$ cat src/rtl/usb_dma_pkg.sv
package usb_dma_pkg;
  localparam int CMD_W   = 2;
  localparam int LEN_LSB = 16;

  typedef enum logic [CMD_W-1:0] {
    CMD_STOP = 2'b00,
    CMD_RUN  = 2'b01,
    CMD_LOAD = 2'b10,
    CMD_CFG  = 2'b11
  } cmd_e;

  localparam int B_EOT_EN   = 2;
  localparam int B_EOB_VAL  = 3;
  localparam int B_EOT_IRQ  = 4;
  localparam int B_EOB_IRQ  = 5;
  localparam int B_DESC_IRQ = 6;
  localparam int B_LOCK_EN  = 7;

  typedef struct packed {
    logic lock_en;
    logic desc_irq_en;
    logic eob_irq_en;
    logic eot_irq_en;
    logic eob_val_en;
    logic eot_en;
  } ctl_t;
endpackage

$ cat src/rtl/udma_ctl_reg.sv
module udma_ctl_reg
  import usb_dma_pkg::*;
#(
  parameter int LEN_W = 16
) (
  input  logic                       clk_i,
  input  logic                       rst_ni,
  input  logic                       we_i,
  input  logic [LEN_LSB+LEN_W-1:0]   wdata_i,
  output ctl_t                       ctl_o,
  output logic                       load_o,
  output logic [LEN_W-1:0]           load_len_o,
  output logic                       run_o,
  output logic                       stop_o
);
  localparam int DATA_W = LEN_LSB + LEN_W;

  logic [DATA_W-1:0] ctl_q;
  cmd_e              wcmd;

  assign wcmd       = cmd_e'(wdata_i[CMD_W-1:0]);
  assign load_o     = we_i && (wcmd != CMD_STOP);
  assign run_o      = we_i && (wcmd == CMD_RUN);
  assign stop_o     = we_i && (wcmd == CMD_STOP);
  assign load_len_o = wdata_i[DATA_W-1:LEN_LSB];

  always_ff @(posedge clk_i or negedge rst_ni) begin
    if (!rst_ni) begin
      ctl_q <= '0;
    end else if (we_i) begin
      if (wcmd != CMD_STOP) ctl_q <= wdata_i;
      else                  ctl_q[CMD_W-1:0] <= wdata_i[CMD_W-1:0];
    end
  end

  assign ctl_o = '{lock_en:     ctl_q[B_LOCK_EN],
                   desc_irq_en: ctl_q[B_DESC_IRQ],
                   eob_irq_en:  ctl_q[B_EOB_IRQ],
                   eot_irq_en:  ctl_q[B_EOT_IRQ],
                   eob_val_en:  ctl_q[B_EOB_VAL],
                   eot_en:      ctl_q[B_EOT_EN]};

  p_stop_keeps_r3: assert property (@(posedge clk_i) disable iff (!rst_ni)
    stop_o |=> ctl_q[DATA_W-1:CMD_W] == $past(ctl_q[DATA_W-1:CMD_W]));
  p_write_stores_r2: assert property (@(posedge clk_i) disable iff (!rst_ni)
    load_o |=> ctl_q == $past(wdata_i));
endmodule

$ cat src/rtl/udma_byte_cnt.sv
module udma_byte_cnt #(
  parameter int LEN_W  = 16,
  parameter int BEAT_W = 3
) (
  input  logic             clk_i,
  input  logic             rst_ni,
  input  logic             load_i,
  input  logic [LEN_W-1:0] load_len_i,
  input  logic             act_i,
  input  logic             beat_valid_i,
  input  logic [BEAT_W-1:0] beat_bytes_i,
  output logic [LEN_W:0]   remain_o,
  output logic             eob_evt_o
);
  localparam int CNT_W = LEN_W + 1;
  localparam logic [CNT_W-1:0] FULL = CNT_W'(1) << LEN_W;

  logic [CNT_W-1:0] rem_q, beat_ext;
  logic             accept;

  assign beat_ext  = CNT_W'(beat_bytes_i);
  assign accept    = act_i && beat_valid_i;
  assign eob_evt_o = accept && (rem_q != '0) && (beat_ext != '0) && (beat_ext >= rem_q);

  always_ff @(posedge clk_i or negedge rst_ni) begin
    if (!rst_ni) begin
      rem_q <= FULL;
    end else if (load_i) begin
      rem_q <= (load_len_i == '0) ? FULL : {1'b0, load_len_i};
    end else if (accept) begin
      if (beat_ext >= rem_q) rem_q <= '0;
      else                   rem_q <= rem_q - beat_ext;
    end
  end

  assign remain_o = rem_q;

  p_no_rise_r4: assert property (@(posedge clk_i) disable iff (!rst_ni)
    (accept && !load_i) |=> rem_q <= $past(rem_q));
  p_range_r4: assert property (@(posedge clk_i) disable iff (!rst_ni)
    rem_q <= FULL);
  p_load_nonzero_r2: assert property (@(posedge clk_i) disable iff (!rst_ni)
    load_i |=> rem_q != '0);
  p_zero_after_eob_r5: assert property (@(posedge clk_i) disable iff (!rst_ni)
    (eob_evt_o && !load_i) |=> rem_q == '0);
endmodule

$ cat src/rtl/udma_stat_irq.sv
module udma_stat_irq
  import usb_dma_pkg::*;
(
  input  logic clk_i,
  input  logic rst_ni,
  input  ctl_t ctl_i,
  input  logic run_i,
  input  logic stop_i,
  input  logic eob_evt_i,
  input  logic ep_end_i,
  input  logic dir_out_i,
  input  logic desc_ld_i,
  input  logic rd_i,
  input  logic burst_start_i,
  input  logic burst_end_i,
  output logic act_o,
  output logic eob_st_o,
  output logic eot_st_o,
  output logic desc_st_o,
  output logic pkt_valid_o,
  output logic lock_o,
  output logic irq_o
);
  logic act_q, eob_q, eot_q, desc_q, pv_q, lock_q;
  logic eot_evt;

  // endpoint termination only on an active OUT channel with early end enabled
  assign eot_evt = act_q && ep_end_i && dir_out_i && ctl_i.eot_en;

  always_ff @(posedge clk_i or negedge rst_ni) begin
    if (!rst_ni) begin
      act_q  <= 1'b0;
      eob_q  <= 1'b0;
      eot_q  <= 1'b0;
      desc_q <= 1'b0;
      pv_q   <= 1'b0;
      lock_q <= 1'b0;
    end else begin
      if (run_i)                                act_q <= 1'b1;
      else if (stop_i || eob_evt_i || eot_evt) act_q <= 1'b0;

      if (eob_evt_i) eob_q  <= 1'b1; else if (rd_i) eob_q  <= 1'b0;
      if (eot_evt)   eot_q  <= 1'b1; else if (rd_i) eot_q  <= 1'b0;
      if (desc_ld_i) desc_q <= 1'b1; else if (rd_i) desc_q <= 1'b0;

      pv_q <= eob_evt_i && ctl_i.eob_val_en;

      if (burst_start_i)    lock_q <= 1'b1;
      else if (burst_end_i) lock_q <= 1'b0;
    end
  end

  assign act_o       = act_q;
  assign eob_st_o    = eob_q;
  assign eot_st_o    = eot_q;
  assign desc_st_o   = desc_q;
  assign pkt_valid_o = pv_q;
  assign lock_o      = lock_q && ctl_i.lock_en;
  assign irq_o       = (eot_q && ctl_i.eot_irq_en) || (eob_q && ctl_i.eob_irq_en)
                    || (desc_q && ctl_i.desc_irq_en);

  p_eob_sticky_r5: assert property (@(posedge clk_i) disable iff (!rst_ni)
    (eob_q && !rd_i) |=> eob_q);
  p_eob_set_r5: assert property (@(posedge clk_i) disable iff (!rst_ni)
    eob_evt_i |=> (eob_q && (!act_q || $past(run_i))));
  p_eot_ignored_r6: assert property (@(posedge clk_i) disable iff (!rst_ni)
    (act_q && !ctl_i.eot_en && !eob_evt_i && !stop_i) |=> act_q);
  p_rd_clear_r10: assert property (@(posedge clk_i) disable iff (!rst_ni)
    (rd_i && !eob_evt_i) |=> !eob_q);
  p_desc_set_r9: assert property (@(posedge clk_i) disable iff (!rst_ni)
    desc_ld_i |=> desc_q);
  p_pv_single_r7: assert property (@(posedge clk_i) disable iff (!rst_ni)
    pv_q |=> !pv_q);
  p_lock_rise_r12: assert property (@(posedge clk_i) disable iff (!rst_ni)
    $rose(lock_q) |-> $past(burst_start_i));
  p_close_once_r13: assert property (@(posedge clk_i) disable iff (!rst_ni)
    (eob_evt_i && eot_evt && !run_i) |=> (!act_q && eob_q && eot_q));
endmodule

$ cat src/rtl/usb_dma_buf_ctrl.sv
module usb_dma_buf_ctrl
  import usb_dma_pkg::*;
#(
  parameter int LEN_W  = 16,
  parameter int BEAT_W = 3
) (
  input  logic                     clk_i,
  input  logic                     rst_ni,
  input  logic                     ctl_we_i,
  input  logic [LEN_LSB+LEN_W-1:0] ctl_wdata_i,
  input  logic                     dir_out_i,
  input  logic                     beat_valid_i,
  input  logic [BEAT_W-1:0]        beat_bytes_i,
  output logic                     beat_ready_o,
  input  logic                     ep_end_i,
  input  logic                     desc_loaded_i,
  input  logic                     burst_start_i,
  input  logic                     burst_end_i,
  input  logic                     stat_rd_i,
  output logic [LEN_W:0]           remain_o,
  output logic                     chan_act_o,
  output logic                     eob_st_o,
  output logic                     eot_st_o,
  output logic                     desc_st_o,
  output logic                     pkt_valid_o,
  output logic                     bus_lock_o,
  output logic                     irq_o
);
  ctl_t             ctl;
  logic             load, run, stop, eob_evt;
  logic [LEN_W-1:0] load_len;

  udma_ctl_reg #(.LEN_W(LEN_W)) u_ctl (
    .clk_i, .rst_ni,
    .we_i       (ctl_we_i),
    .wdata_i    (ctl_wdata_i),
    .ctl_o      (ctl),
    .load_o     (load),
    .load_len_o (load_len),
    .run_o      (run),
    .stop_o     (stop)
  );

  udma_byte_cnt #(.LEN_W(LEN_W), .BEAT_W(BEAT_W)) u_cnt (
    .clk_i, .rst_ni,
    .load_i       (load),
    .load_len_i   (load_len),
    .act_i        (chan_act_o),
    .beat_valid_i (beat_valid_i),
    .beat_bytes_i (beat_bytes_i),
    .remain_o     (remain_o),
    .eob_evt_o    (eob_evt)
  );

  udma_stat_irq u_stat (
    .clk_i, .rst_ni,
    .ctl_i         (ctl),
    .run_i         (run),
    .stop_i        (stop),
    .eob_evt_i     (eob_evt),
    .ep_end_i      (ep_end_i),
    .dir_out_i     (dir_out_i),
    .desc_ld_i     (desc_loaded_i),
    .rd_i          (stat_rd_i),
    .burst_start_i (burst_start_i),
    .burst_end_i   (burst_end_i),
    .act_o         (chan_act_o),
    .eob_st_o      (eob_st_o),
    .eot_st_o      (eot_st_o),
    .desc_st_o     (desc_st_o),
    .pkt_valid_o   (pkt_valid_o),
    .lock_o        (bus_lock_o),
    .irq_o         (irq_o)
  );

  assign beat_ready_o = chan_act_o;

  p_stop_idle_r11: assert property (@(posedge clk_i) disable iff (!rst_ni)
    (ctl_we_i && ctl_wdata_i[CMD_W-1:0] == CMD_STOP) |=> !chan_act_o);
  p_no_accept_idle_r11: assert property (@(posedge clk_i) disable iff (!rst_ni)
    (!beat_ready_o && !ctl_we_i) |=> $stable(remain_o));
endmodule

$ cat config.mk
export PLATFORM = sky130hd
export DESIGN_NAME = usb_dma_buf_ctrl
export DESIGN_NICKNAME = d
export VERILOG_FILES = /design/src/rtl/usb_dma_pkg.sv /design/src/rtl/udma_ctl_reg.sv /design/src/rtl/udma_byte_cnt.sv /design/src/rtl/udma_stat_irq.sv /design/src/rtl/usb_dma_buf_ctrl.sv
export SDC_FILE = /design/constraint.sdc
export NUM_CORES = 1
export LEC_CHECK = 0
export BUFFER_PORTS_ARGS = -buffer_cell sky130_fd_sc_hd__buf_2
export CAP_MARGIN = 20
export CORE_ASPECT_RATIO = 0.7
export CORE_MARGIN = 5
export CORE_UTILIZATION = 49
export CTS_BUF_LIST = sky130_fd_sc_hd__clkbuf_16
export CTS_CLUSTER_DIAMETER = 200
export CTS_CLUSTER_SIZE = 25
export DETAILED_ROUTE_END_ITERATION = 10
export PLACE_DENSITY = 0.76
export SLEW_MARGIN = 20
export SYNTH_ARGS = -nofsm -noshare
export SYNTH_HDL_FRONTEND = slang
export SYNTH_SLANG_ARGS = --single-unit
$ cat constraint.sdc
create_clock -name clk_i -period 2.6 [get_ports clk_i]
set_clock_uncertainty 0.2 [all_clocks]
set_input_delay 0.52 -clock clk_i [delete_from_list [all_inputs] [get_ports clk_i]]
set_output_delay 0.52 -clock clk_i [all_outputs]
set_load 0.02 [all_outputs]
==> metrics.md, run 1 <==
| Metric | Value |
|---|---|
| Die width | 83.5 um |
| Syn avg cell area | 8.82 um^2 |
| Internal power contribution | 1.06 mW |
| Post-synth EDFFs | 0 |
| Max capacitance violation total | 0 |
| DRC violations left | 0 |
| CTS Buf Count | 5 |
| Largest net degree at the start of global routing | 30 |
| Via-per-instance ratio | 5.96 |
| Post-synth top area share | 37.8% |
| Worst Setup End Kind | register |
| DIE AREA | 5130 um^2 |
| Worst slew pin tran | 0.661 ns |
| Hold Buf Count CTS | 0 |
| Die Ht | 61.5 um |
| First-pass GRT wire length | 9430 um |
| All-Layer GR Usage | 23.9% |
| Register Area | 727 um^2 |
| FFs w/ async S/R, synth | 100% |
| Starting DRT DRC Count | 222 |
| Synthesis warning total | 0 |
| Worst Setup Start Kind | register |
| PwrDens | 672 nW/um^2 |
| Area of the multi-input gates | 1060 um^2 |
| DP HPWL | 4200 um |
| Final setup viols | 0 |
| Fill cells | 307 |
| CTS sink count | 29 |
| H-tree depth | 2 |
| Min Hold Slack | 0.0742 ns |
| Gr ovfl total | 0 |
| FF+latch count, synth | 29 |
| Worst setup path class | register to register |
| Postcts setup bufs | 0 |
| Final worst setup slack | 0.143 ns |
| Setup WS pre-CTS | -0.0107 ns |
| Max rail drop VDD | 0.583 mV |
| Net Sw Frac | 35.3% |
| Data required, critical path | 2.53 ns |
| Via count | 1992 |
| Max-Slew Margin vs Limit | 56.0% |
| Crit-path max FO | 5 |
| Leakage | 1.14 nW |
| Vias in the first global route | 1875 |
| Post-synth top cells | nand2_1 (31), dfrtp_1 (28), nand3_1 (15), o211ai_1 (12), a21oi_1 (11) |
| DRT Wirelength | 5740 um |
| Design area | 2430 um^2 |
| Clock Latency Late Sink | 0.27 ns |
| Synth cell types | 50 |
| Logic pwr share | 30.6% |
| Cell count after synthesis | 210 |
| Min Clock Period, post-route | 2.46 ns |
| Clock root cell | clkbuf_16 |
| Synth area leaders | dfrtp_1 (38%), nand2_1 (6.3%), o211ai_1 (4.9%) |
| Syn nets | 259 |
| Period utilisation layout | 94.5% |
| CORE AREA | 3580 um^2 |
| Count leader, synth | nand2_1 |
| # diodes | 0 |
| Bufs on Longest Clock Path | 2 |
| Seq pwr share | 36.2% |
| Fmax | 407 MHz |
| Initial antenna violation count | 0 |
| Share of cells above drive strength 1 | 33.5% |
| Clk slew on worst S/H paths | 0.05 ns |
| Wire length per cell | 17.2 um |
| Post-CTS sizing | 0 |
| Final hold violations | 0 |
| Antenna Nets Post-Route | 0 |
| HP Class | input pin to async pin |
| Initial Util | 51.7% |
| Synth Flop Type | dfrtp_1 |
| Status | finished clean |
| CTS tree | done |
| Most area-hungry cell type in the Yosys netlist | dfrtp_1 |
| Fin. max-slew vios | 0 |
| Unrepaired setup endpoints after global routing | false |
| Clock power share | 33.2% |
| I/O pin count | 70 |
| Post-DP Area | 2290 um^2 |
| Layout Nets | 332 |
| GP Congestion | 0.959 |
| Switching power summed over all nets | 577 uW |
| First-pass DRT Iterations | 5 |
| Port bufs | 61 |
| Cell Area, Synth | 1850 um^2 |
| Layout area overhead | 31.3% |
| Core Rows | 18 |
| Sequential share of the synthesized area | 39.2% |
| Worst EP arrival | 2.39 ns |
worst max-delay path: stages (launching register included):
cell and delay, ns:
dfrtp_1 0.40, inv_1 0.06, ha_1 0.19, inv_1 0.06
fa_1 0.41, a211oi_2 0.23, buf_4 0.18, nand2_1 0.07
o311ai_0 0.34, o211ai_1 0.17
cell type report:
type / count / area share (%)
Sequential cell: 29 / 29.9
Multi-Input combinational cell: 162 / 43.4
Clock buffer: 5 / 5.14
Timing Repair Buffer: 75 / 16.9
Clock inverter: 3 / 0.566
Inverter: 10 / 1.54
Tap cell: 50 / 2.57
metrics by stage:
step | util, % | TNS (ns) | total power [mW] | cells
after floorplan | - | 0 | 0.873 | 210
after detailed placement | 63.9 | -0.0107 | 1.08 | 326
final | 67.9 | 0 | 1.63 | 334
after global routing | 67.9 | 0 | 1.73 | 334
after CTS | 67.8 | 0 | 1.63 | 334
after global placement | 63.9 | 0 | 1.07 | 326
cell families after synthesis:
logic type	after synthesis	share of synthesized area [%]
adders and majority gates	4	3.11
muxes	2	1.22
buffers and inverters	19	4.05
and+or+nand+nor	100	30.0
DFF	29	39.2
xor gates and xnor gates	1	0.473
AOI/OAI and AO/OA	55	21.9
registers in the layout (all words and copies together), names as in the netlist:
| name | flops |
|---|---|
| u_stat.act_o | 1 |
| u_stat.eob_st_o | 1 |
| u_ctl.ctl_q | 6 |
| u_stat.pkt_valid_o | 1 |
| u_cnt.remain_o | 17 |
| u_stat.desc_st_o | 1 |
| u_stat.lock_q | 1 |
| u_stat.eot_st_o | 1 |
power by group through the flow:
stage / sequential, mW / clock [mW] / combinational, mW
2_1_floorplan: 0.632 / 0 / 0.241
3_3_place_gp: 0.593 / 0 / 0.480
3_5_place_dp: 0.596 / 0 / 0.488
4_1_cts: 0.588 / 0.550 / 0.490
5_1_grt: 0.604 / 0.573 / 0.549
6_report: 0.592 / 0.543 / 0.499
layout by cell type (no fill, tap or decap), types with 2 or more instances in the layout:
cell type / n
clkbuf_16: 5
nor4_2: 3
a21boi_0: 2
a21o_1: 3
clkinv_2: 2
ha_1: 3
and2_1: 4
nand2_1: 31
o211ai_1: 12
buf_2: 61
a21oi_1: 11
o2111ai_1: 2
nor3_1: 6
nor4_1: 4
buf_4: 14
nand4_1: 5
dfrtp_1: 28
o21ai_0: 4
o21ai_1: 2
mux2_2: 2
nor2_1: 10
o311ai_0: 4
o31ai_1: 2
nand2b_1: 3
nand3_1: 15
or4_1: 4
nand3b_1: 2
o311ai_1: 2
and3_1: 5
inv_1: 11
path summary, 6_finish.rpt:
kind / start / endpoint / slack, ns / depth (start not counted)
max in group asynchronous: rst_ni / u_cnt.remain_o[15] / 1.69 / 1
hold reg to reg: u_ctl.ctl_q[3] / u_ctl.ctl_q[3] / 0.27 / 2
setup / recovery: u_cnt.remain_o[0] / u_cnt.remain_o[10] / 0.14 / 9
min in group clk_i: desc_loaded_i / u_stat.desc_st_o / 0.23 / 2
hold / removal: rst_ni / u_stat.lock_q / 0.07 / 1
setup reg to reg: u_cnt.remain_o[0] / u_cnt.remain_o[10] / 0.14 / 9
per-layer routing:
metal	GRT usage, %	wire length, um	vias up	share of wire, %
li1	-	-	941	-
met1	34.1	2650	920	46
met5	0	0	-	0
met3	5.88	513	13	8.9
met4	8.94	118	0	2.1
met2	35.6	2460	118	43
Power figures use the tool's default switching activity.
==> run 2: changes to the inputs <==
--- a/config.mk
+++ b/config.mk
@@ -9,12 +9,12 @@
 export CAP_MARGIN = 20
 export CORE_ASPECT_RATIO = 0.7
 export CORE_MARGIN = 5
-export CORE_UTILIZATION = 49
+export CORE_UTILIZATION = 45
 export CTS_BUF_LIST = sky130_fd_sc_hd__clkbuf_16
 export CTS_CLUSTER_DIAMETER = 200
 export CTS_CLUSTER_SIZE = 25
 export DETAILED_ROUTE_END_ITERATION = 10
-export PLACE_DENSITY = 0.76
+export PLACE_DENSITY = 0.7
 export SLEW_MARGIN = 20
 export SYNTH_ARGS = -nofsm -noshare
 export SYNTH_HDL_FRONTEND = slang
==> run 2 against run 1 <==
Effect of this change: fmax increased by 3.3%; cell area is 0.51% higher; clock power down 2%; critical path depth is the same; via count shrank 0.55%; die area increased by 7.6%; register-to-register slack improved by 0.08 ns; critical path type unchanged; critical endpoint is now u_cnt.remain_o[16].
==> metrics.md, run 2 (same netlist as run 1, synthesis figures left out) <==
| Metric | Value |
|---|---|
| Antenna Nets Post-Route | 0 |
| Worst reg2reg path startpoint | u_cnt.remain_o[0] |
| CTS tree | done |
| Clock root cell | clkbuf_16 |
| Clock Latency Late Sink | 0.27 ns |
| Final worst setup slack | 0.222 ns |
| Net Sw Frac | 34.7% |
| Worst EP arrival | 2.36 ns |
| All-Layer GR Usage | 21.3% |
| Seq pwr share | 36.6% |
| Min Clock Period, post-route | 2.38 ns |
| Fin. max-slew vios | 0 |
| Status | finished clean |
| Crit-path max FO | 5 |
| Port bufs | 61 |
| Bufs on Longest Clock Path | 2 |
| Setup WS pre-CTS | 0.0788 ns |
| Wire length per cell | 17.0 um |
| Max-Slew Margin vs Limit | 57.4% |
| Unrepaired setup endpoints after global routing | false |
| Logic pwr share | 30.6% |
| Layout Nets | 334 |
| CTS Buf Count | 5 |
| Initial antenna violation count | 0 |
| DIE AREA | 5520 um^2 |
| Internal power contribution | 1.06 mW |
| Vias in the first global route | 1850 |
| Worst setup path class | register to register |
| HP Class | input pin to async pin |
| Most frequent cells in the layout | buf_2 (61), nand2_1 (31), dfrtp_1 (28) |
| GP Congestion | 0.898 |
| Largest register FFs | 17 |
| H-tree depth | 2 |
| Clk slew on worst S/H paths | 0.05 ns |
| Layout area overhead | 31.9% |
| Die Ht | 63.7 um |
| DRT Wirelength | 5760 um |
| Via count | 1981 |
| Largest net degree at the start of global routing | 30 |
| DRC violations left | 0 |
| PwrDens | 662 nW/um^2 |
| Hold Buf Count CTS | 0 |
| R2r endpoint | u_cnt.remain_o[16] |
| Die width | 86.7 um |
| Worst Setup End Kind | register |
| Postcts setup bufs | 0 |
| Share of cells above drive strength 1 | 33.6% |
| Period utilisation layout | 91.5% |
| Fmax | 421 MHz |
| Final hold violations | 0 |
| Reg2reg setup slack | 0.22 ns |
| Worst Setup Start Kind | register |
| Core Rows | 19 |
| Post-CTS sizing | 0 |
| Fin Setup TNS | 0 ns |
| Fill cells | 385 |
| Via-per-instance ratio | 5.86 |
| CORE AREA | 3950 um^2 |
| Commonest non-fill, non-tap cell in the layout | buf_2 |
| Initial Util | 47.0% |
| Clock power share | 32.8% |
| # diodes | 0 |
| I/O pin count | 70 |
| Gr ovfl total | 0 |
| Switching power summed over all nets | 561 uW |
| Max rail drop VDD | 0.461 mV |
| Data required, critical path | 2.58 ns |
| Worst R2R Path Depth | 9 |
| Leakage | 1.15 nW |
| Max capacitance violation total | 0 |
| DP HPWL | 4280 um |
| Starting DRT DRC Count | 208 |
| First-pass DRT Iterations | 5 |
| CTS sink count | 29 |
| First-pass GRT wire length | 9290 um |
| Worst slew pin tran | 0.639 ns |
| Final setup viols | 0 |
-- run 2: cell types whose count changed in the layout (fill, tap and decap cells not counted) --
| cell | previous run | this run |
|---|---|---|
| buf_4 | 14 | 16 |
| o311ai_0 | 4 | 3 |
| a211oi_1 | 1 | 2 |
| o311ai_1 | 2 | 3 |
| a211oi_2 | 1 | 0 |
-- run 2: per-stage QoR --
step | power (mW) | util (%) | instance area (um^2) | hold WS, ns | std cells
after global routing | 1.71 | 62.0 | 2440 | 0.131 | 338
after floorplan | 0.873 | - | 1850 | 0.0244 | 210
after CTS | 1.63 | 62.0 | 2440 | 0.0974 | 338
final | 1.62 | 62.0 | 2440 | 0.0721 | 338
after global placement | 1.08 | 58.4 | 2310 | 0.258 | 330
after detailed placement | 1.09 | 58.4 | 2310 | 0.261 | 330
-- run 2: how the worst max path moves through the flow --
stage	to	depth (start not counted)	start
finish	u_cnt.remain_o[16]	9	u_cnt.remain_o[0]
global route	u_cnt.remain_o[16]	9	u_cnt.remain_o[0]
CTS	u_cnt.remain_o[16]	9	u_cnt.remain_o[0]
detailed placement	u_cnt.remain_o[16]	9	beat_bytes_i[0]
global placement	u_cnt.remain_o[16]	9	beat_bytes_i[0]
floorplan	u_cnt.remain_o[16]	8	u_cnt.remain_o[0]
-- run 2: power by group through the flow --
| stage | registers, mW | clock network (mW) | logic (mW) |
|---|---|---|---|
| 2_1_floorplan | 0.632 | 0 | 0.241 |
| 3_3_place_gp | 0.594 | 0 | 0.484 |
| 3_5_place_dp | 0.597 | 0 | 0.491 |
| 4_1_cts | 0.591 | 0.542 | 0.495 |
| 5_1_grt | 0.601 | 0.571 | 0.542 |
| 6_report | 0.593 | 0.531 | 0.495 |
-- run 2: layer usage --
| metal | part of all wire (%) | GRT usage [%] |
|---|---|---|
| met1 | 48 | 32.5 |
| met2 | 43 | 29.1 |
| met3 | 8.9 | 5.99 |
| met4 | 0.40 | 4.86 |
| met5 | 0 | 0 |
-- run 2: layout make-up --
type / instances / area, um^2 / share of cell area [%]
clock buffers: 5 / 125 / 5.12
inverters: 10 / 37.5 / 1.54
well taps: 52 / 65.1 / 2.66
multi-input cells: 162 / 1050 / 43.0
flip-flops and latches: 29 / 727 / 29.7
clock inverters: 3 / 13.8 / 0.563
repair buffers: 77 / 425 / 17.4
-- run 2: critical path: stages, from the launching register on --
cell and delay, ns:
dfrtp_1 0.40, inv_1 0.07, ha_1 0.19, inv_1 0.07, fa_1 0.38, a211oi_1 0.22
buf_4 0.18, nand3_1 0.13, o311ai_1 0.30, o311ai_1 0.15
